File: src/rtl/irt_pkg.sv
package irt_pkg;

    localparam int KIND_W = 3;

    localparam logic [KIND_W-1:0] KIND_NONE   = 3'd0;
    localparam logic [KIND_W-1:0] KIND_INVAL  = 3'd1;
    localparam logic [KIND_W-1:0] KIND_UPDATE = 3'd2;
    localparam logic [KIND_W-1:0] KIND_SNOOP  = 3'd3;
    localparam logic [KIND_W-1:0] KIND_INTERV = 3'd4;
    localparam logic [KIND_W-1:0] KIND_READ   = 3'd5;
    localparam logic [KIND_W-1:0] KIND_WRITE  = 3'd6;

    typedef enum logic [2:0] {
        ST_IDLE      = 3'd0,
        ST_PENDING   = 3'd1,
        ST_DONE_OK   = 3'd2,
        ST_DONE_ERR  = 3'd3,
        ST_CANCELLED = 3'd4
    } trk_state_t;

    typedef enum logic [1:0] {
        CL_NONE   = 2'd0,
        CL_ACK    = 2'd1,
        CL_ERR    = 2'd2,
        CL_CANCEL = 2'd3
    } close_t;

    typedef struct packed {
        logic ok;
        logic err;
        logic cxl;
        logic release_st;
    } done_t;

    // External transaction kinds during which a cancel is honoured
    function automatic logic cancel_kind(input logic [KIND_W-1:0] k);
        return (k == KIND_INVAL) || (k == KIND_UPDATE) ||
               (k == KIND_SNOOP) || (k == KIND_INTERV);
    endfunction

    function automatic done_t state_done(input trk_state_t s);
        done_t d;
        d.ok         = (s == ST_DONE_OK);
        d.err        = (s == ST_DONE_ERR);
        d.cxl        = (s == ST_CANCELLED);
        d.release_st = d.ok | d.err | d.cxl;
        return d;
    endfunction

endpackage

File: src/rtl/irt_cancel_qual.sv
module irt_cancel_qual
    import irt_pkg::*;
(
    input  logic              ext_req_valid,
    input  logic [KIND_W-1:0] ext_req_kind,
    input  logic              cancel_in,
    output logic              cancel_ok
);
    always_comb begin
        cancel_ok = cancel_in & ext_req_valid & cancel_kind(ext_req_kind);
    end
endmodule

File: src/rtl/irt_close_arb.sv
module irt_close_arb
    import irt_pkg::*;
(
    input  logic   active,
    input  logic   ack_in,
    input  logic   err_in,
    input  logic   cancel_ok,
    output close_t cause
);
    // Ranking: error, then acknowledge, then cancel
    always_comb begin
        cause = CL_NONE;
        if (active) begin
            if (err_in)         cause = CL_ERR;
            else if (ack_in)    cause = CL_ACK;
            else if (cancel_ok) cause = CL_CANCEL;
        end
    end
endmodule

File: src/rtl/irt_line_reg.sv
module irt_line_reg #(
    parameter int LINE_W = 26
) (
    input  logic              clk,
    input  logic              rst,
    input  logic              load,
    input  logic [LINE_W-1:0] d,
    output logic [LINE_W-1:0] q
);
    always_ff @(posedge clk) begin
        if (rst)       q <= '0;
        else if (load) q <= d;
    end
endmodule

File: src/rtl/inv_req_tracker.sv
module inv_req_tracker
    import irt_pkg::*;
#(
    parameter int LINE_W = 26
) (
    input  logic              clk,
    input  logic              rst,
    input  logic              mp_enable,
    input  logic              req_valid,
    input  logic [LINE_W-1:0] req_addr,
    input  logic              ack_in,
    input  logic              err_in,
    input  logic              cancel_in,
    input  logic              ext_req_valid,
    input  logic [2:0]        ext_req_kind,
    output logic              req_ready,
    output logic              pending,
    output logic [LINE_W-1:0] line_addr,
    output logic              done_ok,
    output logic              bus_err,
    output logic              cancelled,
    output logic              store_release,
    output logic              proto_viol
);
    trk_state_t state_q, state_d;
    close_t     cause;
    done_t      done;
    logic       cancel_ok;
    logic       accept;
    logic       stray;
    logic       viol_q;

    irt_cancel_qual u_cancel (
        .ext_req_valid (ext_req_valid),
        .ext_req_kind  (ext_req_kind),
        .cancel_in     (cancel_in),
        .cancel_ok     (cancel_ok)
    );

    irt_close_arb u_arb (
        .active    (state_q == ST_PENDING),
        .ack_in    (ack_in),
        .err_in    (err_in),
        .cancel_ok (cancel_ok),
        .cause     (cause)
    );

    assign accept = (state_q == ST_IDLE) & req_valid & mp_enable;
    assign stray  = (state_q == ST_IDLE) & (ack_in | err_in);

    irt_line_reg #(.LINE_W(LINE_W)) u_line (
        .clk  (clk),
        .rst  (rst),
        .load (accept),
        .d    (req_addr),
        .q    (line_addr)
    );

    always_comb begin
        state_d = state_q;
        unique case (state_q)
            ST_IDLE:    if (accept) state_d = ST_PENDING;
            ST_PENDING: begin
                unique case (cause)
                    CL_ERR:    state_d = ST_DONE_ERR;
                    CL_ACK:    state_d = ST_DONE_OK;
                    CL_CANCEL: state_d = ST_CANCELLED;
                    default:   state_d = ST_PENDING;
                endcase
            end
            default:    state_d = ST_IDLE;
        endcase
    end

    always_ff @(posedge clk) begin
        if (rst) begin
            state_q <= ST_IDLE;
            viol_q  <= 1'b0;
        end else begin
            state_q <= state_d;
            if (stray) viol_q <= 1'b1;
        end
    end

    always_comb begin
        done          = state_done(state_q);
        req_ready     = (state_q == ST_IDLE);
        pending       = (state_q == ST_PENDING);
        done_ok       = done.ok;
        bus_err       = done.err;
        cancelled     = done.cxl;
        store_release = done.release_st;
        proto_viol    = viol_q;
    end

endmodule

File: config.mk
export PLATFORM = sky130hd
export DESIGN_NAME = inv_req_tracker
export DESIGN_NICKNAME = d
export VERILOG_FILES = /design/src/rtl/irt_pkg.sv /design/src/rtl/irt_cancel_qual.sv /design/src/rtl/irt_close_arb.sv /design/src/rtl/irt_line_reg.sv /design/src/rtl/inv_req_tracker.sv
export SDC_FILE = /design/constraint.sdc
export NUM_CORES = 1
export LEC_CHECK = 0
export BUFFER_PORTS_ARGS = -buffer_cell sky130_fd_sc_hd__clkbuf_2
export CAP_MARGIN = 25
export CORE_UTILIZATION = 43
export DETAILED_ROUTE_END_ITERATION = 16
export MAX_ROUTING_LAYER = met4
export PLACE_DENSITY = 0.78
export SLEW_MARGIN = 20
export SYNTH_ARGS = -nofsm -noshare
export SYNTH_HDL_FRONTEND = slang
export SYNTH_SLANG_ARGS = --single-unit
File: constraint.sdc
create_clock -name clk -period 2.5 [get_ports clk]
set_clock_uncertainty 0.2 [all_clocks]
set_input_delay 0.125 -clock clk [delete_from_list [all_inputs] [get_ports clk]]
set_output_delay 0.125 -clock clk [all_outputs]
set_load 0.005 [all_outputs]
==> qor.txt, run 1 <==
outcome: complete, no violations
Min-Delay Path Class: input port to flip-flop
crit path max fanout: 29
diodes inserted: 0
Synth Cell Area: 0.001256 mm^2
total gr overflow: 0
Fill cells: 253
full die area: 0.003142 mm^2
clock share of power: 0.266
Post-Syn Nets: 190
final wirelength: 3591 um
worst setup margin: 210.9 ps
most frequent cells in the layout: 69 x clkbuf_2, 30 x dfxtp_1, 29 x dlygate4sd3_1
R2R Setup Slk: 210 ps
H-tree levels: 2
layout cells sized above 1: 0.3184
Syn Inst Count: 152
initial antenna violation count: 0
initial drt markers: 49
final hold vios: 0
unique cell type count in the Yosys netlist: 26
maxcap violations: 0
reg2reg path depth: 5
Period minus WS final: 2289 ps
Initial Util: 0.4555
first-pass GRT wire length: 5885 um
FF+latch count, synth: 30
Worst Setup EP: state_q[0]
DP Wirelength: 2075 um
largest net degree at the start of global routing: 31
post-route ant nets: 0
total CTS buffers: 5
GP Congestion: 0.7132
crit path launch: state_q[0]
setup bufs post-CTS: 0
Die X: 56.05 um
Worst EP arrival: 2360 ps
dpl ws: 636.6 ps
I/O pins: 70
Crit Path Class: flip-flop to flip-flop
CTS root buffer: clkbuf_4
worst slew pin tran: 730.9 ps
Setup violations, final: 0
routed length per instance: 13.01 um
final max-slew violation count: 0
Row Count: 19
number of global-route vias before repair: 1342
GRT Total Usage: 0.2471
DR vias: 1461
Worst setup EP type: flip-flop
vias per cell: 5.293
fmax: 0.4369 GHz
Clock Tree Buf Depth: 2
Layout Area Growth over Synthesis: 51.79%
hold slack: 190.6 ps
leading cell type in the layout, fill and taps excluded: clkbuf_2
Reg power frac: 0.531
Worst-Skew Late Latency: 320 ps
CP startpoint kind: flip-flop
total core area: 0.002758 mm^2
Setup TNS Final: 0 ps
pwr dens: 509.2 mW/mm^2
Reg-to-Reg End: state_q[0]
Slew headroom: 0.5116
r2r startpoint: state_q[0]
period utilization: 0.9156
Final nets: 283
syn_area_per_cell: 8.265 um^2
IO buf count: 69
sequential fraction of the synthesis area: 0.4781
# DRC: 0
Max VDD drop: 0.4872 mV
CTS sink cnt: 30
switching power total: 265.1 uW
Sw Ratio: 0.2730
Internal Power: 705.9 uW
Synth Warn #: 0
unrepaired setup endpoints after global routing: no
P_leak: 0.0008600 uW
Worst Path Required: 2570 ps
CTS tree: built
clk slew on worst S/H paths: 90 ps
Comb power frac: 0.203
DR pass1 iterations: 4
Die Span Y: 56.05 um
Yosys cell counts:
master    count  area, um^2
a21oi_1      27       135.1
a22o_1        1       8.760
and2_1        1       6.260
and4b_1       1       10.01
buf_2         2       10.01
buf_4         1       7.510
buf_6         2       22.52
buf_8         1       15.01
clkbuf_1      8       30.03
clkinv_2      1       5.000
dfxtp_1      30       600.6
ha_1          1       12.51
inv_1         3       11.26
nand2_1       1       3.750
nand2b_1      2       12.51
nand3_1      28       140.1
nand3b_1      1       7.510
nor2_1        4       15.01
nor3_1        2       10.01
nor3b_1       3       22.52
o211ai_1      1       7.510
o21a_1        1       7.510
o21ai_0      27       135.1
o21ai_1       1       5.000
or3_1         1       6.260
or3b_2        1       8.760
worst min-delay path by stage:
| stage | start | to | slack, ps | cells past startpoint |
|---|---|---|---|---|
| finish | rst | u_line.q[2] | 190 | 2 |
| global route | rst | u_line.q[6] | 210 | 2 |
| CTS | rst | u_line.q[2] | 180 | 2 |
| detailed placement | req_addr[10] | u_line.q[10] | 170 | 3 |
| global placement | req_addr[15] | u_line.q[15] | 160 | 3 |
| floorplan | req_addr[0] | u_line.q[0] | 70 | 2 |
worst max-delay path: stages, from the launching register on:
cell and delay, ps:
dfxtp_1 360, or3_1 580, inv_4 310, nand3_1 120
o211ai_1 100, dlygate4sd3_1 550
repair_timing:
action                                 in CTS  in global routing
setup endpoints to repair                   0                  1
hold buffers                               29                  0
endpoints found under the hold margin      28                  0
gates resized for setup                     0                  1
power by group through the flow:
stage	Clock [uW]	Combinational, uW	Sequential [uW]
5_1_grt	292	217	520
6_report	258	197	516
2_1_floorplan	0	96.1	528
4_1_cts	265	194	516
3_5_place_dp	0	157	527
3_3_place_gp	0	156	526
sequential cells by signal, indices dropped and copies added, names as in the netlist:
signal      cells
proto_viol      1
state_q         3
u_line.q       26
layout make-up:
cell class / count / area, um^2 / share of cell area
Multi-Input combinational cell: 104 / 554.3 / 0.2907
Tap cell: 31 / 38.79 / 0.02034
Sequential cell: 30 / 600.6 / 0.3150
Timing Repair Buffer: 100 / 650.6 / 0.3412
Clock buffer: 7 / 45.04 / 0.02362
Inverter: 4 / 17.52 / 0.009186
routing by layer:
layer / routed length [um] / GRT usage / vias up
met5: 0 / - / -
met4: 102 / 0.1045 / 0
met3: 240 / 0.07674 / 12
met2: 1721 / 0.4099 / 73
met1: 1526 / 0.2741 / 646
li1: - / - / 730
per-stage QoR:
stage,utilization,area (um^2),total power [uW],std cells
after global placement,0.5694,1570,682.6,240
after floorplan,-,1256,624.0,152
final,0.6915,1907,971.0,276
after global routing,0.6915,1907,1029,276
after detailed placement,0.5694,1570,684.1,240
after CTS,0.6910,1906,975.0,276
cells by family (layout without fill, tap and decap cells):
| family | count (synthesis) | after routing | synth area share |
|---|---|---|---|
| adders and majority gates | 1 | 1 | 0.009959 |
| AOI/OAI and AO/OA | 58 | 58 | 0.2381 |
| and+or+nand+nor | 45 | 45 | 0.1932 |
| buffers and inverters | 18 | 111 | 0.08067 |
| DFF | 30 | 30 | 0.4781 |
Note: power is estimated with default switching activity, not from simulation.
==> inputs of run 2 (changes only) <==
Settings changed: ABC_AREA set to 1, ABC_CLOCK_PERIOD_IN_PS set to 2500, CORE_UTILIZATION 43 to 45.
==> qor.txt, run 2 <==
Row Count: 20 (+1)
max layer used: met4
cell taking the most area after synthesis: dfxtp_1
top-count cell post-synth: nand2_1
first-pass GRT wire length: 5568 um (-5.4%)
Die X: 59.09 um (+5.4%)
Final Util: 0.6785 (-0.01301)
Slew headroom: 0.4596 (-0.05194)
initial antenna violation count: 0 (unchanged)
met3 WL post-DR: 145 um (-40%)
final hold vios: 0 (unchanged)
period utilization: 0.7365 (-0.1792)
number of global-route vias before repair: 1329 (-0.97%)
Sw Ratio: 0.2832 (+0.01012)
Most flops, register: u_line.q
Worst Path Required: 2540 ps (-30 ps)
full die area: 0.003491 mm^2 (+11%)
clock share of power: 0.269 (+0.003)
Max VDD drop: 0.3023 mV (-38%)
FF+latch count, synth: 30 (unchanged)
Internal Power: 703.2 uW (-0.38%)
DR pass1 iterations: 4 (unchanged)
Synth area leaders: dfxtp_1 41%, nand3_2 12%, a21oi_2 11%
unique cell type count in the Yosys netlist: 21 (-19%)
metal2 WL: 1756 um (+2.0%)
total gr overflow: 0 (unchanged)
routed length per instance: 11.15 um (-14%)
final wirelength: 3356 um (-6.5%)
area share of the largest cell type after synthesis: 0.4096 (-0.06853)
total core area: 0.003078 mm^2 (+12%)
layout cells sized above 1: 0.4747 (+0.1563)
Clock Tree Buf Depth: 2 (unchanged)
CTS sink cnt: 30 (unchanged)
syn_area_per_cell: 9.165 um^2 (+11%)
Initial Util: 0.4764 (+0.02089)
Post-Syn Nets: 198 (+4.2%)
total CTS buffers: 5 (unchanged)
worst slew pin tran: 810.5 ps (+79.67 ps)
pwr dens: 469.8 mW/mm^2 (-7.7%)
fmax: 0.5431 GHz (+24%)
CTS tree: built
H-tree levels: 2 (unchanged)
area of the multi-input gates: 696.9 um^2 (+26%)
Async SR Flop Fraction: 0 (unchanged)
EDFF count, synth: 0 (unchanged)
# DRC: 0 (unchanged)
P_leak: 0.0009260 uW (+7.7%)
Min-Delay Path Class: input port to flip-flop
vias per cell: 4.641 (-12%)
leading cell type in the layout, fill and taps excluded: clkbuf_2
Setup violations, final: 0 (unchanged)
I/O pins: 70 (unchanged)
Crit Path Class: flip-flop to flip-flop
Primary FF master, synth: dfxtp_1
Synth Cell Area: 0.001466 mm^2 (+17%)
post-route ant nets: 0 (unchanged)
setup bufs post-CTS: 0 (unchanged)
M1 WL: 1403 um (-8.1%)
largest net degree at the start of global routing: 31 (unchanged)
CTS root buffer: clkbuf_4
Fill cells: 263 (+4.0%)
clk slew on worst S/H paths: 80 ps (about the same)
Worst EP arrival: 1890 ps (-470 ps)
unrepaired setup endpoints after global routing: no
Syn Inst Count: 160 (+5.3%)
Worst-Skew Late Latency: 320 ps (about the same)
CP startpoint kind: flip-flop
initial drt markers: 73 (+49%)
crit path max fanout: 14 (-52%)
most frequent cells in the layout: 69 x clkbuf_2, 35 x nand2_1, 30 x dfxtp_1
Synth top cells by count: 35 x nand2_1, 30 x dfxtp_1, 19 x a21oi_2, 18 x nand3_2, 10 x a21oi_1
Period minus WS final: 1841 ps (-447.9 ps)
switching power total: 277.8 uW (+4.8%)
diodes inserted: 0 (unchanged)
final max-slew violation count: 0 (unchanged)
DP Wirelength: 2161 um (+4.1%)
GRT Total Usage: 0.2229 (-0.02420)
max FFs per register: 26 (unchanged)
Reg power frac: 0.523 (-0.008)
DR vias: 1397 (-4.4%)
Worst setup EP type: flip-flop
maxcap violations: 0 (unchanged)
IO buf count: 69 (unchanged)
Layout Area Growth over Synthesis: 42.41%
outcome: complete, no violations
Comb power frac: 0.208 (+0.005)
sequential fraction of the synthesis area: 0.4096 (-0.06853)
Die Span Y: 59.09 um (+5.4%)
GP Congestion: 0.7377 (+3.4%)
Storage cell area: 600.6 um^2 (unchanged)
Setup TNS Final: 0 ps (unchanged)
Synth Warn #: 0 (unchanged)
Final nets: 295 (+4.2%)
[run 2: cell types whose count changed after synthesis, moves of 4 or more]
cell      before  now
a21oi_1       27   10
a21oi_2        0   19
nand3_2        0   18
clkbuf_1       8    1
inv_1          3    7
o21ai_0       27    3
nand3_1       28    9
nor2_1         4    9
nand2_1        1   35
[run 2: cell families (layout without fill, tap and decap cells)]
| family | Yosys count | count (layout) | synth area share |
|---|---|---|---|
| AND/OR/NAND/NOR | 76 | 76 | 0.3029 |
| flip-flops | 30 | 30 | 0.4096 |
| buffers and inverters | 20 | 117 | 0.1152 |
| AO/OA/AOI/OAI | 33 | 33 | 0.1638 |
| adder cells (fa/ha/maj) | 1 | 1 | 0.008531 |
[run 2: stage by stage]
step	cell area, um^2	setup slack, ps	power, uW	instances	hold WS, ps
6_report	2088	658.8	981.0	301	39.63
5_1_grt	2088	577.7	1043	301	78.10
4_1_cts	2088	703.6	990.2	301	17.92
3_5_place_dp	1750	922.4	692.2	265	179.1
3_3_place_gp	1750	982.7	690.1	265	179.7
2_1_floorplan	1466	1193	644.9	160	74.20
[run 2: timing repair]
item | 4_1_cts | 5_1_grt
gates resized for setup | 0 | 0
hold endpoints to repair | 28 | 0
hold buffers | 29 | 0
endpoints found under the setup margin | 0 | 0
[run 2: power by group through the flow]
stage	sequential (uW)	combinational [uW]	clock [uW]
after floorplan	525	120	0
after global placement	523	167	0
after detailed placement	524	168	0
after CTS	513	205	272
after global routing	516	227	300
final	513	204	264
[run 2: area by class of cell]
| cell class | instances | area share |
|---|---|---|
| sequential | 30 | 0.2876 |
| inverter | 10 | 0.01797 |
| clock buffer | 5 | 0.01797 |
| multi-input combinational | 110 | 0.3337 |
| timing repair buffer | 100 | 0.3116 |
| clock inverter | 2 | 0.004793 |
| tap | 44 | 0.02636 |
[run 2: path summary, 6_finish.rpt]
check | from | end | slack, ps | cells past startpoint
worst min register to register | u_line.q[21] | u_line.q[21] | 270 | 2
worst max register to register | state_q[0] | proto_viol | 660 | 6
worst min-delay path | ext_req_valid | state_q[0] | 40 | 6
worst max-delay path | state_q[0] | proto_viol | 660 | 6
[run 2: critical path, stage by stage (launching register included)]
cell,delay [ps]
dfxtp_1,340
inv_2,90
nand2_4,70
nor2_8,240
o21ai_2,90
dlygate4sd3_1,600
a21oi_2,130
[run 2: per-layer routing]
metal,up-vias,global-route usage
li1,724,-
met1,632,0.2337
met2,35,0.3880
met3,6,0.07642
met4,0,0.07823
met5,-,-
